===== config.mk =====
export PLATFORM = sky130hd
export DESIGN_NAME = clkdiv_fanout
export DESIGN_NICKNAME = d
export VERILOG_FILES = /design/src/rtl/clkdiv_fanout_pkg.sv /design/src/rtl/cdf_bit_sync.sv /design/src/rtl/cdf_step_gen.sv /design/src/rtl/cdf_ratio_div.sv /design/src/rtl/clkdiv_fanout.sv
export SDC_FILE = /design/constraint.sdc
export NUM_CORES = 1
export LEC_CHECK = 0
export CORE_AREA = 3 3 40 42
export CTS_BUF_LIST = sky130_fd_sc_hd__clkbuf_8
export CTS_CLUSTER_SIZE = 28
export DETAILED_ROUTE_END_ITERATION = 8
export DIE_AREA = 0 0 43 45
export PLACE_DENSITY = 0.73
export SLEW_MARGIN = 20
export SYNTH_ARGS = -nofsm -noshare
export SYNTH_HDL_FRONTEND = slang
export SYNTH_SLANG_ARGS = --single-unit

===== constraint.sdc =====
create_clock -name vco_clk -period 0.82 [get_ports vco_clk]
set_input_delay 0.164 -clock vco_clk [delete_from_list [all_inputs] [get_ports vco_clk]]
set_output_delay 0.164 -clock vco_clk [all_outputs]
set_load 0.05 [all_outputs]

===== src/rtl/clkdiv_fanout_pkg.sv =====
package clkdiv_fanout_pkg;

  typedef enum logic {
    RATIO_DIV2 = 1'b0,
    RATIO_DIV4 = 1'b1
  } ratio_e;

  // phase counter covers the longest period (four steps)
  localparam int unsigned PHASE_W = 2;

endpackage


===== src/rtl/cdf_bit_sync.sv =====
module cdf_bit_sync #(
  parameter int unsigned STAGES  = 2,
  parameter logic        RST_VAL = 1'b0
) (
  input  logic clk,
  input  logic rst_n,
  input  logic d,
  output logic q
);

  logic [STAGES-1:0] chain_q;
  logic [STAGES-1:0] chain_d;

  always_comb begin
    chain_d = {chain_q[STAGES-2:0], d};
  end

  always_ff @(posedge clk or negedge rst_n) begin
    if (!rst_n) begin
      chain_q <= {STAGES{RST_VAL}};
    end else begin
      chain_q <= chain_d;
    end
  end

  assign q = chain_q[STAGES-1];

endmodule


===== src/rtl/cdf_step_gen.sv =====
module cdf_step_gen #(
  parameter int unsigned SYNC_STAGES = 2
) (
  input  logic clk,
  input  logic rst_n,
  input  logic xtal_clk,
  input  logic test_clk,
  input  logic ref_sel,
  input  logic bypass,
  output logic step
);

  logic ref_raw;
  logic ref_sync;
  logic ref_prev_q;
  logic ref_prev_d;
  logic ref_rise;

  always_comb begin
    ref_raw = ref_sel ? xtal_clk : test_clk;
  end

  cdf_bit_sync #(
    .STAGES (SYNC_STAGES),
    .RST_VAL(1'b0)
  ) u_ref_sync (
    .clk  (clk),
    .rst_n(rst_n),
    .d    (ref_raw),
    .q    (ref_sync)
  );

  always_comb begin
    ref_prev_d = ref_sync;
    ref_rise   = ref_sync & ~ref_prev_q;
    step       = bypass ? ref_rise : 1'b1;
  end

  always_ff @(posedge clk or negedge rst_n) begin
    if (!rst_n) begin
      ref_prev_q <= 1'b0;
    end else begin
      ref_prev_q <= ref_prev_d;
    end
  end

  // one step per reference rising edge, never on two cycles running
  ref_step_single_chk: assert property (@(posedge clk) disable iff (!rst_n)
    ref_rise |=> !ref_rise);

endmodule


===== src/rtl/cdf_ratio_div.sv =====
module cdf_ratio_div
  import clkdiv_fanout_pkg::*;
(
  input  logic clk,
  input  logic rst_n,
  input  logic step,
  input  logic hold,
  input  logic n_sel,
  output logic div_out
);

  logic [PHASE_W-1:0] phase_q, phase_d;
  logic [PHASE_W-1:0] phase_inc;
  logic [PHASE_W-1:0] phase_last;
  logic [PHASE_W-1:0] phase_half;
  ratio_e             ratio_q, ratio_d;
  logic               out_q, out_d;

  always_comb begin
    phase_inc  = phase_q + PHASE_W'(1);
    phase_last = (ratio_q == RATIO_DIV4) ? PHASE_W'(3) : PHASE_W'(1);
    phase_half = (ratio_q == RATIO_DIV4) ? PHASE_W'(2) : PHASE_W'(1);
    phase_d    = phase_q;
    ratio_d    = ratio_q;
    out_d      = out_q;
    if (hold) begin
      // park one step before a wrap so the restart begins a fresh period
      phase_d = '1;
      ratio_d = RATIO_DIV4;
      out_d   = 1'b0;
    end else if (step) begin
      if (phase_q == phase_last) begin
        phase_d = '0;
        ratio_d = ratio_e'(n_sel);
        out_d   = 1'b1;
      end else begin
        phase_d = phase_inc;
        out_d   = (phase_inc < phase_half);
      end
    end
  end

  always_ff @(posedge clk or negedge rst_n) begin
    if (!rst_n) begin
      phase_q <= '1;
      ratio_q <= RATIO_DIV4;
      out_q   <= 1'b0;
    end else begin
      phase_q <= phase_d;
      ratio_q <= ratio_d;
      out_q   <= out_d;
    end
  end

  assign div_out = out_q;


  div2_toggle_chk: assert property (@(posedge clk) disable iff (!rst_n)
    (!hold && step && ratio_q == RATIO_DIV2) |=> (out_q != $past(out_q)));


  div4_odd_toggle_chk: assert property (@(posedge clk) disable iff (!rst_n)
    (!hold && step && ratio_q == RATIO_DIV4 && phase_q[0]) |=> (out_q != $past(out_q)));


  div4_even_keep_chk: assert property (@(posedge clk) disable iff (!rst_n)
    (!hold && step && ratio_q == RATIO_DIV4 && !phase_q[0]) |=> $stable(out_q));


  ratio_at_boundary_chk: assert property (@(posedge clk) disable iff (!rst_n)
    (!$past(hold) && ratio_q != $past(ratio_q)) |-> (phase_q == '0 && out_q));


  hold_forces_low_chk: assert property (@(posedge clk) disable iff (!rst_n)
    hold |=> !out_q);

endmodule


===== src/rtl/clkdiv_fanout.sv =====
module clkdiv_fanout #(
  parameter int unsigned NUM_PAIRS   = 4,
  parameter int unsigned SYNC_STAGES = 2
) (
  input  logic                 vco_clk,
  input  logic                 rst_n,
  input  logic                 xtal_clk,
  input  logic                 test_clk,
  input  logic                 ref_sel,
  input  logic                 bypass,
  input  logic                 n_sel,
  input  logic                 mr,
  output logic [NUM_PAIRS-1:0] q_p,
  output logic [NUM_PAIRS-1:0] q_n
);

  logic rst_sync_n;
  logic mr_sync;
  logic step;
  logic div_out;

  // power-on reset: asynchronous assertion, release aligned to vco_clk
  cdf_bit_sync #(
    .STAGES (SYNC_STAGES),
    .RST_VAL(1'b0)
  ) u_rst_sync (
    .clk  (vco_clk),
    .rst_n(rst_n),
    .d    (1'b1),
    .q    (rst_sync_n)
  );

  cdf_bit_sync #(
    .STAGES (SYNC_STAGES),
    .RST_VAL(1'b1)
  ) u_mr_sync (
    .clk  (vco_clk),
    .rst_n(rst_sync_n),
    .d    (mr),
    .q    (mr_sync)
  );

  cdf_step_gen #(
    .SYNC_STAGES(SYNC_STAGES)
  ) u_step (
    .clk     (vco_clk),
    .rst_n   (rst_sync_n),
    .xtal_clk(xtal_clk),
    .test_clk(test_clk),
    .ref_sel (ref_sel),
    .bypass  (bypass),
    .step    (step)
  );

  cdf_ratio_div u_div (
    .clk    (vco_clk),
    .rst_n  (rst_sync_n),
    .step   (step),
    .hold   (mr_sync),
    .n_sel  (n_sel),
    .div_out(div_out)
  );

  // mr gates the pins directly so they are forced before the sync catches up
  for (genvar gi = 0; gi < NUM_PAIRS; gi++) begin : g_pair
    always_comb begin
      q_p[gi] = div_out & ~mr;
      q_n[gi] = ~q_p[gi];
    end
  end

endmodule


==> flow_summary.rst <==
.. list-table::
   :header-rows: 1

   * - Metric
     - Value
   * - Overall die width
     - approximately 43 um
   * - Vias/cell
     - 4.71
   * - Post-DRT Antenna Nets
     - 0
   * - Router iterations before antenna repair
     - 4
   * - Area after detailed placement
     - about 800 sq um
   * - Crit-path max cell delay
     - about 0.53 ns
   * - Cells along the critical path
     - xor2_1, ha_2, and3b_1, or3_1, a211oi_2
   * - Global-route usage over all layers
     - between 10% and 20%
   * - Number of CTS-inserted buffers
     - 3
   * - Syn_nets
     - 57
   * - Largest clock skew in the final design
     - slightly below 0.0005 ns
   * - Synthesized area per cell
     - between 10 and 15 sq um
   * - Starting Density
     - 40.3%
   * - Wire length of the first global-routing pass
     - about 1700 um
   * - Signed area change from the synthesized netlist to the final layout
     - 73.4%
   * - Leakage power
     - 0.423 nW
   * - Instance count on the critical path
     - 5
   * - Worst voltage drop across the vdd grid
     - 0.00157 V
   * - Count of nets after finishing
     - 81
   * - Bufs on Longest Clock Path
     - 2
   * - Register-to-Register Setup Slack
     - -0.72 ns
   * - Number of hold buffers added after cts
     - 0
   * - Number of antenna repair diodes
     - 0
   * - Final routed DRC violation total
     - 0
   * - Most frequent cells in the layout
     - 8 x sky130_fd_sc_hd__buf_12, 7 x sky130_fd_sc_hd__buf_4, 6 x sky130_fd_sc_hd__dfrtp_1
   * - Total die area
     - between 0.0015 and 0.002 sq mm
   * - Result of the run
     - complete, but fails checks
   * - Crit Reg-Reg Endpoint
     - u_div.div_out$_DFFE_PN0P_
   * - Type of origin of the critical path
     - flip-flop
   * - Reported max-cap violation count
     - 0
   * - Power density over the cells
     - 1980 mW/mm^2
   * - Clk pin slew, worst setup/hold paths
     - about 0.040 ns
   * - Path category of the worst min-delay check
     - in -> async
   * - Final-layout fill cell count
     - 97
   * - Endpoints failing setup
     - 12
   * - Root Buffer Master
     - sky130_fd_sc_hd__clkbuf_8
   * - Iteration-0 DRC count of the detailed router
     - 3
   * - Sink count of the clock tree
     - 11
   * - Element type at the critical path end
     - flip-flop
   * - Area of combinational cells with multiple inputs
     - around 210 sq um
   * - Detail-routed net length per standard cell
     - ~12 um
   * - Worst Setup Slack post-DPL
     - -0.703 ns
   * - CTS tree
     - done
   * - Number of antenna violations at the first check in global routing
     - 0
   * - Vias in the first global route
     - between 400 and 500
   * - Launching element of the worst setup path
     - u_div.phase_q[0]$_DFFE_PN1P_
   * - Count of cell types in the netlist
     - 21
   * - H-tree lvl count
     - 1
   * - Arrival time of data at the critical path endpoint
     - around 1.7 ns
   * - Cell count after synthesis
     - 48
   * - Hpwl dp
     - approximately 860 um
   * - Floorplan row count
     - 13
   * - Share of final-layout standard cells stronger than drive strength 1
     - 52.1%
   * - Sequential area share after synthesis
     - between 50% and 60%
   * - Required time reported for the critical path endpoint
     - between 0.9 and 1 ns
   * - Setup repair after global routing missed its margin
     - yes
   * - Worst setup path endpoint
     - u_div.div_out$_DFFE_PN0P_
   * - Worst-path cell with the longest stage delay
     - sky130_fd_sc_hd__dfstp_2
   * - Final-report max-slew violation count
     - 0
   * - Number of buffer and inverter instances along the worst setup path
     - 0
   * - Worst Setup Slack, final
     - -0.718 ns
   * - Startpoint of the worst register-to-register path
     - u_div.phase_q[0]$_DFFE_PN1P_
   * - Global route overflow
     - 0
   * - I/O pin cnt
     - 16
   * - Crit Path Category
     - reg -> reg
   * - Routability-driven placement congestion ratio
     - roughly 0.75
   * - CP delay by family, top
     - flip-flops
   * - Maximum fanout count along the critical path
     - 2
   * - Total Power Consumption
     - about 1.8 mW
   * - R2R depth
     - 5
   * - Register Area
     - ~280 sq um
   * - Post-layout minimum cycle time
     - between 1.5 and 2 ns
   * - Maximum number of pins on one net before global-route repair
     - 10
   * - Design Area, Final
     - approximately 900 sq um
   * - Maximum frequency from static timing analysis
     - 650 MHz
   * - Leading cell type in the layout, fill and taps excluded
     - sky130_fd_sc_hd__buf_12
   * - Overall die height
     - roughly 45 um
   * - Floorplan core area
     - 0.00128 sq mm
   * - Portion of the clock cycle consumed by the worst path in the final layout
     - 188%
   * - Yosys warning total
     - 0
   * - Final Hold Viols
     - 0
   * - Synth Cell Area
     - around 520 sq um
   * - Via Count
     - just over 400
   * - Source-to-sink clock delay at the later pin of the worst-skew pair
     - around 0.22 ns
   * - Overall routed net length
     - 1020 um
   * - Number of synthesized register bits
     - 11
   * - Violations in the final reports
     - setup timing
   * - I/O Buffers
     - 15
[per-layer routing]
metal  share of wire, %  track usage [%]  vias to the layer above  wire length [um]
met3                5.2             2.39                        4                53
met5                  0                0                        -                 0
met1                 39             12.6                      189               391
met4                3.1             12.7                        0                31
li1                   -                -                      200                 -
met2                 53             20.4                       12               540
[cell type report]
type                            instances  area share [%]
Tap cell                               15            2.09
Multi-Input combinational cell         25            23.3
Timing Repair Buffer                   25            35.4
Clock inverter                          1           0.418
Inverter                                6            2.92
Clock buffer                            3            4.60
Sequential cell                        11            31.3
[metrics by stage]
| stage | setup TNS (ns) | utilization, % | hold WS, ns | cells |
|---|---|---|---|---|
| 4_1_cts | -5.18 | 69.4 | 0.0993 | 86 |
| 5_1_grt | -5.45 | 69.9 | 0.0965 | 86 |
| 3_5_place_dp | -5.95 | 62.2 | 0.134 | 80 |
| 2_1_floorplan | -3.32 | - | -0.132 | 48 |
| 3_3_place_gp | -5.69 | 62.2 | 0.143 | 80 |
| 6_report | -5.01 | 69.9 | 0.101 | 86 |
[worst min-delay path by stage]
stage,endpoint,cells past startpoint
after floorplan,u_rst_sync.chain_q[0]$_DFF_PN0_,0
after global placement,u_div.div_out$_DFFE_PN0P_,0
after detailed placement,u_step.u_ref_sync.chain_q[0]$_DFF_PN0_,0
after CTS,u_rst_sync.chain_q[0]$_DFF_PN0_,1
after global routing,u_rst_sync.chain_q[0]$_DFF_PN0_,1
final,u_rst_sync.chain_q[0]$_DFF_PN0_,1
[cell usage after synthesis, drive strengths merged]
master | n | area (sq um)
conb | 1 | 3.75
nor3 | 2 | 10.0
nor2b | 2 | 15.0
nor2 | 3 | 11.3
dfrtp | 6 | 150
o211ai | 3 | 22.5
o21ai | 2 | 10.0
mux2 | 1 | 11.3
and3b | 1 | 8.76
a32oi | 1 | 8.76
ha | 1 | 12.5
buf | 6 | 45.0
a21oi | 2 | 10.0
nand2b | 2 | 12.5
or3 | 1 | 6.26
inv | 6 | 22.5
dfstp | 5 | 131
a211oi | 1 | 12.5
xor2 | 1 | 8.76
nand3 | 1 | 5.00
[worst reg2reg max path, stage by stage (launching register included)]
cell,delay (ns)
sky130_fd_sc_hd__dfstp_2,0.53
sky130_fd_sc_hd__xor2_1,0.07
sky130_fd_sc_hd__ha_2,0.18
sky130_fd_sc_hd__and3b_1,0.17
sky130_fd_sc_hd__or3_1,0.32
sky130_fd_sc_hd__a211oi_2,0.18
[sequential cells by signal, indices dropped and copies added, names as in the netlist]
signal                     flops
u_rst_sync.chain_q             2
u_step.ref_prev_q              1
u_div.phase_q                  2
u_step.u_ref_sync.chain_q      2
u_div.ratio_q                  1
u_div.div_out                  1
u_mr_sync.chain_q              2
[timing repair]
| action | CTS | global route |
|---|---|---|
| cloned | 0 | 0 |
| buffers inserted | 2 | 2 |
| endpoints found under the hold margin | 0 | 0 |
| endpoints found under the setup margin | 13 | 12 |
| pin swaps | 3 | 1 |
| gates resized for setup | 11 | 4 |
[cell families (layout without fill, tap and decap cells)]
logic type | after synthesis | in the layout | share of synthesized area [%]
AO/OA/AOI/OAI | 9 | 9 | 12.3
XOR/XNOR | 1 | 1 | 1.69
adder cells (fa/ha/maj) | 1 | 1 | 2.42
buffers and inverters | 12 | 35 | 13.0
flip-flops | 11 | 11 | 54.3
multiplexers | 1 | 1 | 2.17
other | 1 | 1 | 0.724
AND/OR/NAND/NOR | 12 | 12 | 13.3
[power breakdown]
part	switching, mW	internal [mW]	total, mW	leakage, nW
registers	0.0384	0.609	0.647	0.123
clock network	0.165	0.325	0.490	0.0269
logic	0.308	0.331	0.639	0.273
(Power assumes the default switching activity.)
